$ cat src/rtl/twb_pkg.sv
package twb_pkg;
  // raw line events decoded from the synchronized lines
  typedef struct packed {
    logic fall_hi;   // data fell while clock held high
    logic rise_hi;   // data rose while clock held high
    logic clk_rise;  // clock rising edge
  } twb_line_evt_t;

  // classified condition events
  typedef struct packed {
    logic start;
    logic rstart;
    logic stop;
    logic abort;
    logic byte_done;
  } twb_cond_t;
endpackage

$ cat src/rtl/twb_sync.sv
module twb_sync #(
  parameter int NLINE  = 2,
  parameter int NSTAGE = 2
) (
  input  logic             clk_i,
  input  logic             rst_ni,
  input  logic [NLINE-1:0] d_i,
  output logic [NLINE-1:0] q_o
);
  for (genvar l = 0; l < NLINE; l++) begin : g_line
    logic [NSTAGE-1:0] stg_q;
    always_ff @(posedge clk_i or negedge rst_ni) begin
      if (!rst_ni) stg_q <= '1;  // lines idle high
      else         stg_q <= {stg_q[NSTAGE-2:0], d_i[l]};
    end
    assign q_o[l] = stg_q[NSTAGE-1];
  end
endmodule

$ cat src/rtl/twb_line_dec.sv
module twb_line_dec
  import twb_pkg::*;
(
  input  logic          clk_i,
  input  logic          rst_ni,
  input  logic          scl_i,
  input  logic          sda_i,
  output twb_line_evt_t evt_o
);
  logic scl_q, sda_q;

  always_ff @(posedge clk_i or negedge rst_ni) begin
    if (!rst_ni) begin
      scl_q <= 1'b1;
      sda_q <= 1'b1;
    end else begin
      scl_q <= scl_i;
      sda_q <= sda_i;
    end
  end

  logic clk_hi;
  assign clk_hi = scl_q & scl_i;

  always_comb begin
    evt_o.fall_hi  = clk_hi & sda_q & ~sda_i;
    evt_o.rise_hi  = clk_hi & ~sda_q & sda_i;
    evt_o.clk_rise = ~scl_q & scl_i;
  end
endmodule

$ cat src/rtl/twb_bit_ctrl.sv
module twb_bit_ctrl
  import twb_pkg::*;
#(
  parameter  int DATA_BITS = 8,
  localparam int IDX_W     = $clog2(DATA_BITS + 1)
) (
  input  logic             clk_i,
  input  logic             rst_ni,
  input  twb_line_evt_t    evt_i,
  output twb_cond_t        cond_o,     // combinational, this cycle
  output twb_cond_t        pulse_o,    // registered pulses
  output logic             in_xfer_o,
  output logic             aborted_o,
  output logic [IDX_W-1:0] idx_o
);
  localparam logic [IDX_W-1:0] LAST_IDX  = IDX_W'(DATA_BITS);
  localparam logic [IDX_W-1:0] FIRST_MID = IDX_W'(2);  // from here a high-phase change is illegal

  logic             in_xfer_q, aborted_q;
  logic [IDX_W-1:0] idx_q;
  twb_cond_t        pulse_q;
  logic             hi_chg, mid_byte, count_en;

  always_comb begin
    hi_chg   = evt_i.fall_hi | evt_i.rise_hi;
    mid_byte = in_xfer_q && (idx_q >= FIRST_MID);
    count_en = in_xfer_q && evt_i.clk_rise;

    cond_o.abort     = hi_chg && mid_byte;
    cond_o.start     = evt_i.fall_hi && !mid_byte && !in_xfer_q;
    cond_o.rstart    = evt_i.fall_hi && !mid_byte && in_xfer_q;
    cond_o.stop      = evt_i.rise_hi && !mid_byte;
    cond_o.byte_done = count_en && (idx_q == LAST_IDX);
  end

  always_ff @(posedge clk_i or negedge rst_ni) begin
    if (!rst_ni) begin
      in_xfer_q <= 1'b0;
      aborted_q <= 1'b0;
      idx_q     <= '0;
      pulse_q   <= '0;
    end else begin
      pulse_q <= cond_o;
      if (cond_o.start || cond_o.rstart) begin
        in_xfer_q <= 1'b1;
        aborted_q <= 1'b0;
        idx_q     <= '0;
      end else if (cond_o.stop) begin
        in_xfer_q <= 1'b0;
        aborted_q <= 1'b0;
        idx_q     <= '0;
      end else if (cond_o.abort) begin
        in_xfer_q <= 1'b0;
        aborted_q <= 1'b1;
        idx_q     <= '0;
      end else if (count_en) begin
        idx_q <= cond_o.byte_done ? '0 : idx_q + 1'b1;
      end
    end
  end

  assign pulse_o   = pulse_q;
  assign in_xfer_o = in_xfer_q;
  assign aborted_o = aborted_q;
  assign idx_o     = idx_q;
endmodule

$ cat src/rtl/twb_holdoff.sv
module twb_holdoff #(
  parameter int HOLD_W = 16
) (
  input  logic              clk_i,
  input  logic              rst_ni,
  input  logic              load_i,
  input  logic              clr_i,
  input  logic [HOLD_W-1:0] val_i,
  output logic              active_o
);
  logic [HOLD_W-1:0] cnt_q;

  always_ff @(posedge clk_i or negedge rst_ni) begin
    if (!rst_ni)            cnt_q <= '0;
    else if (clr_i)         cnt_q <= '0;
    else if (load_i)        cnt_q <= val_i;
    else if (cnt_q != '0)   cnt_q <= cnt_q - 1'b1;
  end

  assign active_o = (cnt_q != '0);
endmodule

$ cat src/rtl/twb_cond_mon.sv
module twb_cond_mon
  import twb_pkg::*;
#(
  parameter  int HOLD_W      = 16,
  parameter  int SYNC_STAGES = 2,
  parameter  int DATA_BITS   = 8,
  localparam int IDX_W       = $clog2(DATA_BITS + 1)
) (
  input  logic              clk_i,
  input  logic              rst_ni,
  input  logic              scl_i,
  input  logic              sda_i,
  input  logic [HOLD_W-1:0] holdoff_i,
  output logic              start_o,
  output logic              rstart_o,
  output logic              stop_o,
  output logic              byte_done_o,
  output logic              abort_o,
  output logic              busy_o,
  output logic [IDX_W-1:0]  bit_idx_o
);
  logic [1:0]    line_s;
  twb_line_evt_t evt;
  twb_cond_t     cond, pulse;
  logic          in_xfer, aborted, hold_act;

  twb_sync #(.NLINE(2), .NSTAGE(SYNC_STAGES)) u_sync (
    .clk_i (clk_i),
    .rst_ni(rst_ni),
    .d_i   ({scl_i, sda_i}),
    .q_o   (line_s)
  );

  twb_line_dec u_dec (
    .clk_i (clk_i),
    .rst_ni(rst_ni),
    .scl_i (line_s[1]),
    .sda_i (line_s[0]),
    .evt_o (evt)
  );

  twb_bit_ctrl #(.DATA_BITS(DATA_BITS)) u_bit (
    .clk_i    (clk_i),
    .rst_ni   (rst_ni),
    .evt_i    (evt),
    .cond_o   (cond),
    .pulse_o  (pulse),
    .in_xfer_o(in_xfer),
    .aborted_o(aborted),
    .idx_o    (bit_idx_o)
  );

  twb_holdoff #(.HOLD_W(HOLD_W)) u_hold (
    .clk_i   (clk_i),
    .rst_ni  (rst_ni),
    .load_i  (cond.stop),
    .clr_i   (cond.start | cond.rstart),
    .val_i   (holdoff_i),
    .active_o(hold_act)
  );

  assign start_o     = pulse.start;
  assign rstart_o    = pulse.rstart;
  assign stop_o      = pulse.stop;
  assign byte_done_o = pulse.byte_done;
  assign abort_o     = pulse.abort;
  // an aborted bus stays owned until a new condition resolves it
  assign busy_o      = in_xfer | aborted | hold_act;
endmodule

$ cat config.mk
export PLATFORM = sky130hd
export DESIGN_NAME = twb_cond_mon
export DESIGN_NICKNAME = d
export VERILOG_FILES = /design/src/rtl/twb_pkg.sv /design/src/rtl/twb_sync.sv /design/src/rtl/twb_line_dec.sv /design/src/rtl/twb_bit_ctrl.sv /design/src/rtl/twb_holdoff.sv /design/src/rtl/twb_cond_mon.sv
export SDC_FILE = /design/constraint.sdc
export NUM_CORES = 1
export LEC_CHECK = 0
export BUFFER_PORTS_ARGS = -buffer_cell sky130_fd_sc_hd__buf_2
export CORE_MARGIN = 2
export CORE_UTILIZATION = 59
export DETAILED_ROUTE_END_ITERATION = 8
export MAX_ROUTING_LAYER = met4
export PLACE_DENSITY = 0.85
export SETUP_SLACK_MARGIN = 0.3
export SLEW_MARGIN = 20
export SYNTH_ARGS = -nofsm -noshare
export SYNTH_HDL_FRONTEND = slang
export SYNTH_HIERARCHICAL = 1
export SYNTH_SLANG_ARGS = --single-unit
$ cat constraint.sdc
create_clock -name clk_i -period 5.4 [get_ports clk_i]
set_input_delay 0.27 -clock clk_i [delete_from_list [all_inputs] [get_ports clk_i]]
set_output_delay 0.27 -clock clk_i [all_outputs]
set_load 0.05 [all_outputs]
==> flow_summary_export.csv <==
group,metric,value,unit
timing,slew_headroom,50.11,%
clock_network,cts_resized,0,
floorplan,row_count,19,
clock_network,holdBufCountCts,3,
setup_path,required,5630,ps
placement,dp_slack,2435,ps
timing,hold_violations,0,
routing,drc_errors,0,
timing,finClkSkew,9.634,ps
floorplan,io_pins,30,
routing,topRoutingLayerUsed,"met4",
power_and_ir_drop,power.density,465.6,nW/um^2
power_and_ir_drop,power_switching_share,40.05,%
setup_path,cp.arrival,3250,ps
power_and_ir_drop,seqPwrFrac,44.8,%
routing,drt_iter0_drc,79,
power_and_ir_drop,combPwrFrac,34.3,%
synth,ys_ff_latch,33,
synth,ys_top_cells_by_area,"dfrtp_1 (40%), dfstp_2 (9.3%), nand2_1 (4.0%)",
layout,final_nets,225,
setup_path,critPathLaunchType,"flip-flop",
synth,syn_nets,193,
power_and_ir_drop,p_leak,0.0008706,uW
clock_network,cts_tree,"yes",
layout,diodes,0,
timing,fmaxAchievable,330.8,MHz
floorplan,dieArea,3328,um^2
layout,areaGrowthSynthToFinish,15.31,%
timing,tns,0,ps
clock_network,insertion_delay,350,ps
global_routing,grt_max_degree,34,
setup_path,worstSetupPathType,"reg -> reg",
global_routing,grt_pass1_vias,1404,
power_and_ir_drop,power.internal,547.3,uW
clock_network,cts.path.max_buffers,2,
layout,drive_gt1_share,27.23,%
setup_path,crit_path_cell_trace,"inv_1 > ha_1 > o41ai_1 > and2_1 > inv_1 > nor2_1 > nand2_1 > o311ai_0",
routing,vias,1389,
routing,routed_wl,3485,um
setup_path,cp_common_cell,"inv_1",
clock_network,path_clk_slew,110,ps
global_routing,grt_overflow,0,
floorplan,fp.dieH,57.69,um
setup_path,end_kind,"flip-flop",
clock_network,cts_setup_buffers,0,
placement,routabilityCongestion,0.8583,
timing,rsz0062_at_grt,"no",
synth,yosysUniqueCellTypes,47,
floorplan,start_util,61.66,%
synth,synth_top_area_share,39.74,%
routing,wl_per_cell,14.96,um
synth,avgSynthCellArea,10.06,um^2
timing,tightest_slew,745.6,ps
timing,maxSlewViolCount,0,
routing,wl_met1,1456,um
routing,dr_wl_met2,1743,um
placement,dpl.hpwl,2490,um
power_and_ir_drop,p_switching,365.6,uW
global_routing,grt_usage,24.79,%
timing,finalCritPeriodShare,55.98,%
clock_network,h-tree-depth,2,
synth,synth_top_cell_by_area,"dfrtp_1",
setup_path,cpMaxStageDelayCell,"o41ai_1",
synth,synthArstFlopShare,100.0,%
power_and_ir_drop,peakVddDrop,0.5021,mV
min_path,min_to,"u_hold/cnt_q[3]",
floorplan,die_width,57.69,um
routing,viasPerCell,5.961,
synth,ys_warn_count,6,
placement,port_buffers,29,
routing,postRouteAntennaNets,0,
job,maxCapViolations,0,
timing,period_needed,3023,ps
setup_path,cpPeakStageDelay,650,ps
routing,wl_met3,225,um
timing,setup_viol,0,
synth,synth_edf_count,0,
synth,syn_area,1700,um^2
global_routing,antenna_found_initial,0,
clock_network,root_buffer,"clkbuf_4",
routing,dr.pass1.iters,5,
floorplan,core,2758,um^2
setup_path,cp_max_fo,13,
global_routing,grt_pass1_wl,5982,um
setup_path,r2r.worst_path.cells,8,
synth,seq_area_frac_synth,49.01,%
setup_path,r2r_end,"u_hold/cnt_q[0]",
synth,synthCells,169,
setup_path,r2r-start,"u_bit/idx_o[0]",
min_path,hold_depth,3,
run_status,outcome,"complete, no violations",
min_path,min_from,"holdoff_i[3]",
timing,setup_ws,2377,ps
min_path,min_path_type,"in -> reg",
clock_network,cts_sinks,33,
layout,fillerInstances,219,
synth,synth_ff_type,"dfrtp_1",
clock_network,cts_buffers,5,
setup_path,r2r_slack,2380,ps
power_and_ir_drop,pwr-share-clk,20.8,%
## cell usage after synthesis, drive strengths merged (2+ instances only)
cell type / number
ha: 4
clkbuf: 4
dfrtp: 27
o311ai: 2
nor4: 3
o21a: 2
o21ai: 14
nand4: 3
or2: 2
a311oi: 2
xnor2: 3
dfstp: 6
buf: 3
xor2: 7
nor2b: 2
inv: 6
and4b: 2
a21oi: 3
nand4b: 2
or3: 5
nor2: 13
mux2i: 2
nand3: 4
or4: 2
nand2: 19
o31ai: 2
nor3: 10
## metrics by stage
stage,hold slack [ps],total power (uW),util (%),std cells,instance area [um^2]
floorplan,-25.59,639.7,-,169,1700
global placement,347.2,697.8,66.97,222,1847
detailed placement,347.6,722.5,66.97,222,1847
CTS,115.3,917.5,71.10,233,1961
global route,115.3,982.0,71.10,233,1961
finish,119.3,912.9,71.10,233,1961
## registers in the layout, summed over array words and instances, names as in the netlist
register             count
u_bit/in_xfer_o          1
u_dec/scl_q              1
u_dec/sda_q              1
u_sync/g_line.stg_q      4
u_bit/idx_o              4
u_bit/pulse_o            5
u_bit/aborted_o          1
u_hold/cnt_q            16
## layer usage
layer / vias to the layer above / GRT usage (%)
li1: 667 / -
met1: 664 / 27.98
met2: 52 / 40.58
met3: 6 / 8.482
met4: 0 / 9.635
met5: - / -
## cells in the final DEF (no fill, tap or decap), types with 3 or more instances in the layout
master and n:
clkbuf_4 5, dfrtp_1 27, or3_1 5, o21ai_0 13
nor2_1 13, inv_1 6, buf_2 29, dfstp_2 6
ha_1 4, xnor2_1 3, xor2_1 7, nor3_1 9
nand3_1 4, dlygate4sd3_1 3, nand2_1 18, a21oi_1 3
## critical path, delay by kind of cell, from the launching register on
family | cells | cell delay, ps
AND/OR/NAND/NOR | 3 | 1210
AO/OA/AOI/OAI | 2 | 780
flip-flops | 1 | 430
buffers and inverters | 2 | 280
adder cells (fa/ha/maj) | 1 | 200
## cells by family after synthesis
family	after synthesis	share of synthesized area, %
AND/OR/NAND/NOR	74	25.53
flip-flops	33	49.01
AO/OA/AOI/OAI	32	12.36
buffers and inverters	14	3.826
XOR/XNOR	10	5.151
adder cells (fa/ha/maj)	4	2.943
multiplexers	2	1.177
## worst max path at each step
stage                             to  slack, ps           start
floorplan           u_hold/cnt_q[10]       2760  u_bit/idx_o[0]
global placement     u_hold/cnt_q[1]       2650  u_bit/idx_o[0]
detailed placement   u_hold/cnt_q[0]       2430  u_bit/idx_o[0]
CTS                  u_hold/cnt_q[0]       2400  u_bit/idx_o[0]
global route         u_hold/cnt_q[1]       2080  u_bit/idx_o[0]
finish               u_hold/cnt_q[0]       2380  u_bit/idx_o[0]
## cell type report
cell class                 instances  area, um^2  share of cell area, %
clock inverter                     3       46.29                  2.361
multi-input combinational        122       802.0                  40.91
timing repair buffer              32       175.2                  8.934
inverter                           7       27.53                  1.404
clock buffer                       5       37.54                  1.914
tap                               31       38.79                  1.978
sequential                        33       833.3                  42.50
## power groups by stage
| stage | Combinational (uW) | Sequential [uW] | Clock [uW] |
|---|---|---|---|
| after floorplan | 222 | 417 | 0 |
| after global placement | 293 | 405 | 0 |
| after detailed placement | 309 | 413 | 0 |
| after CTS | 313 | 410 | 195 |
| after global routing | 352 | 423 | 208 |
| final | 313 | 409 | 190 |
Note: power is estimated with default switching activity, not from simulation.
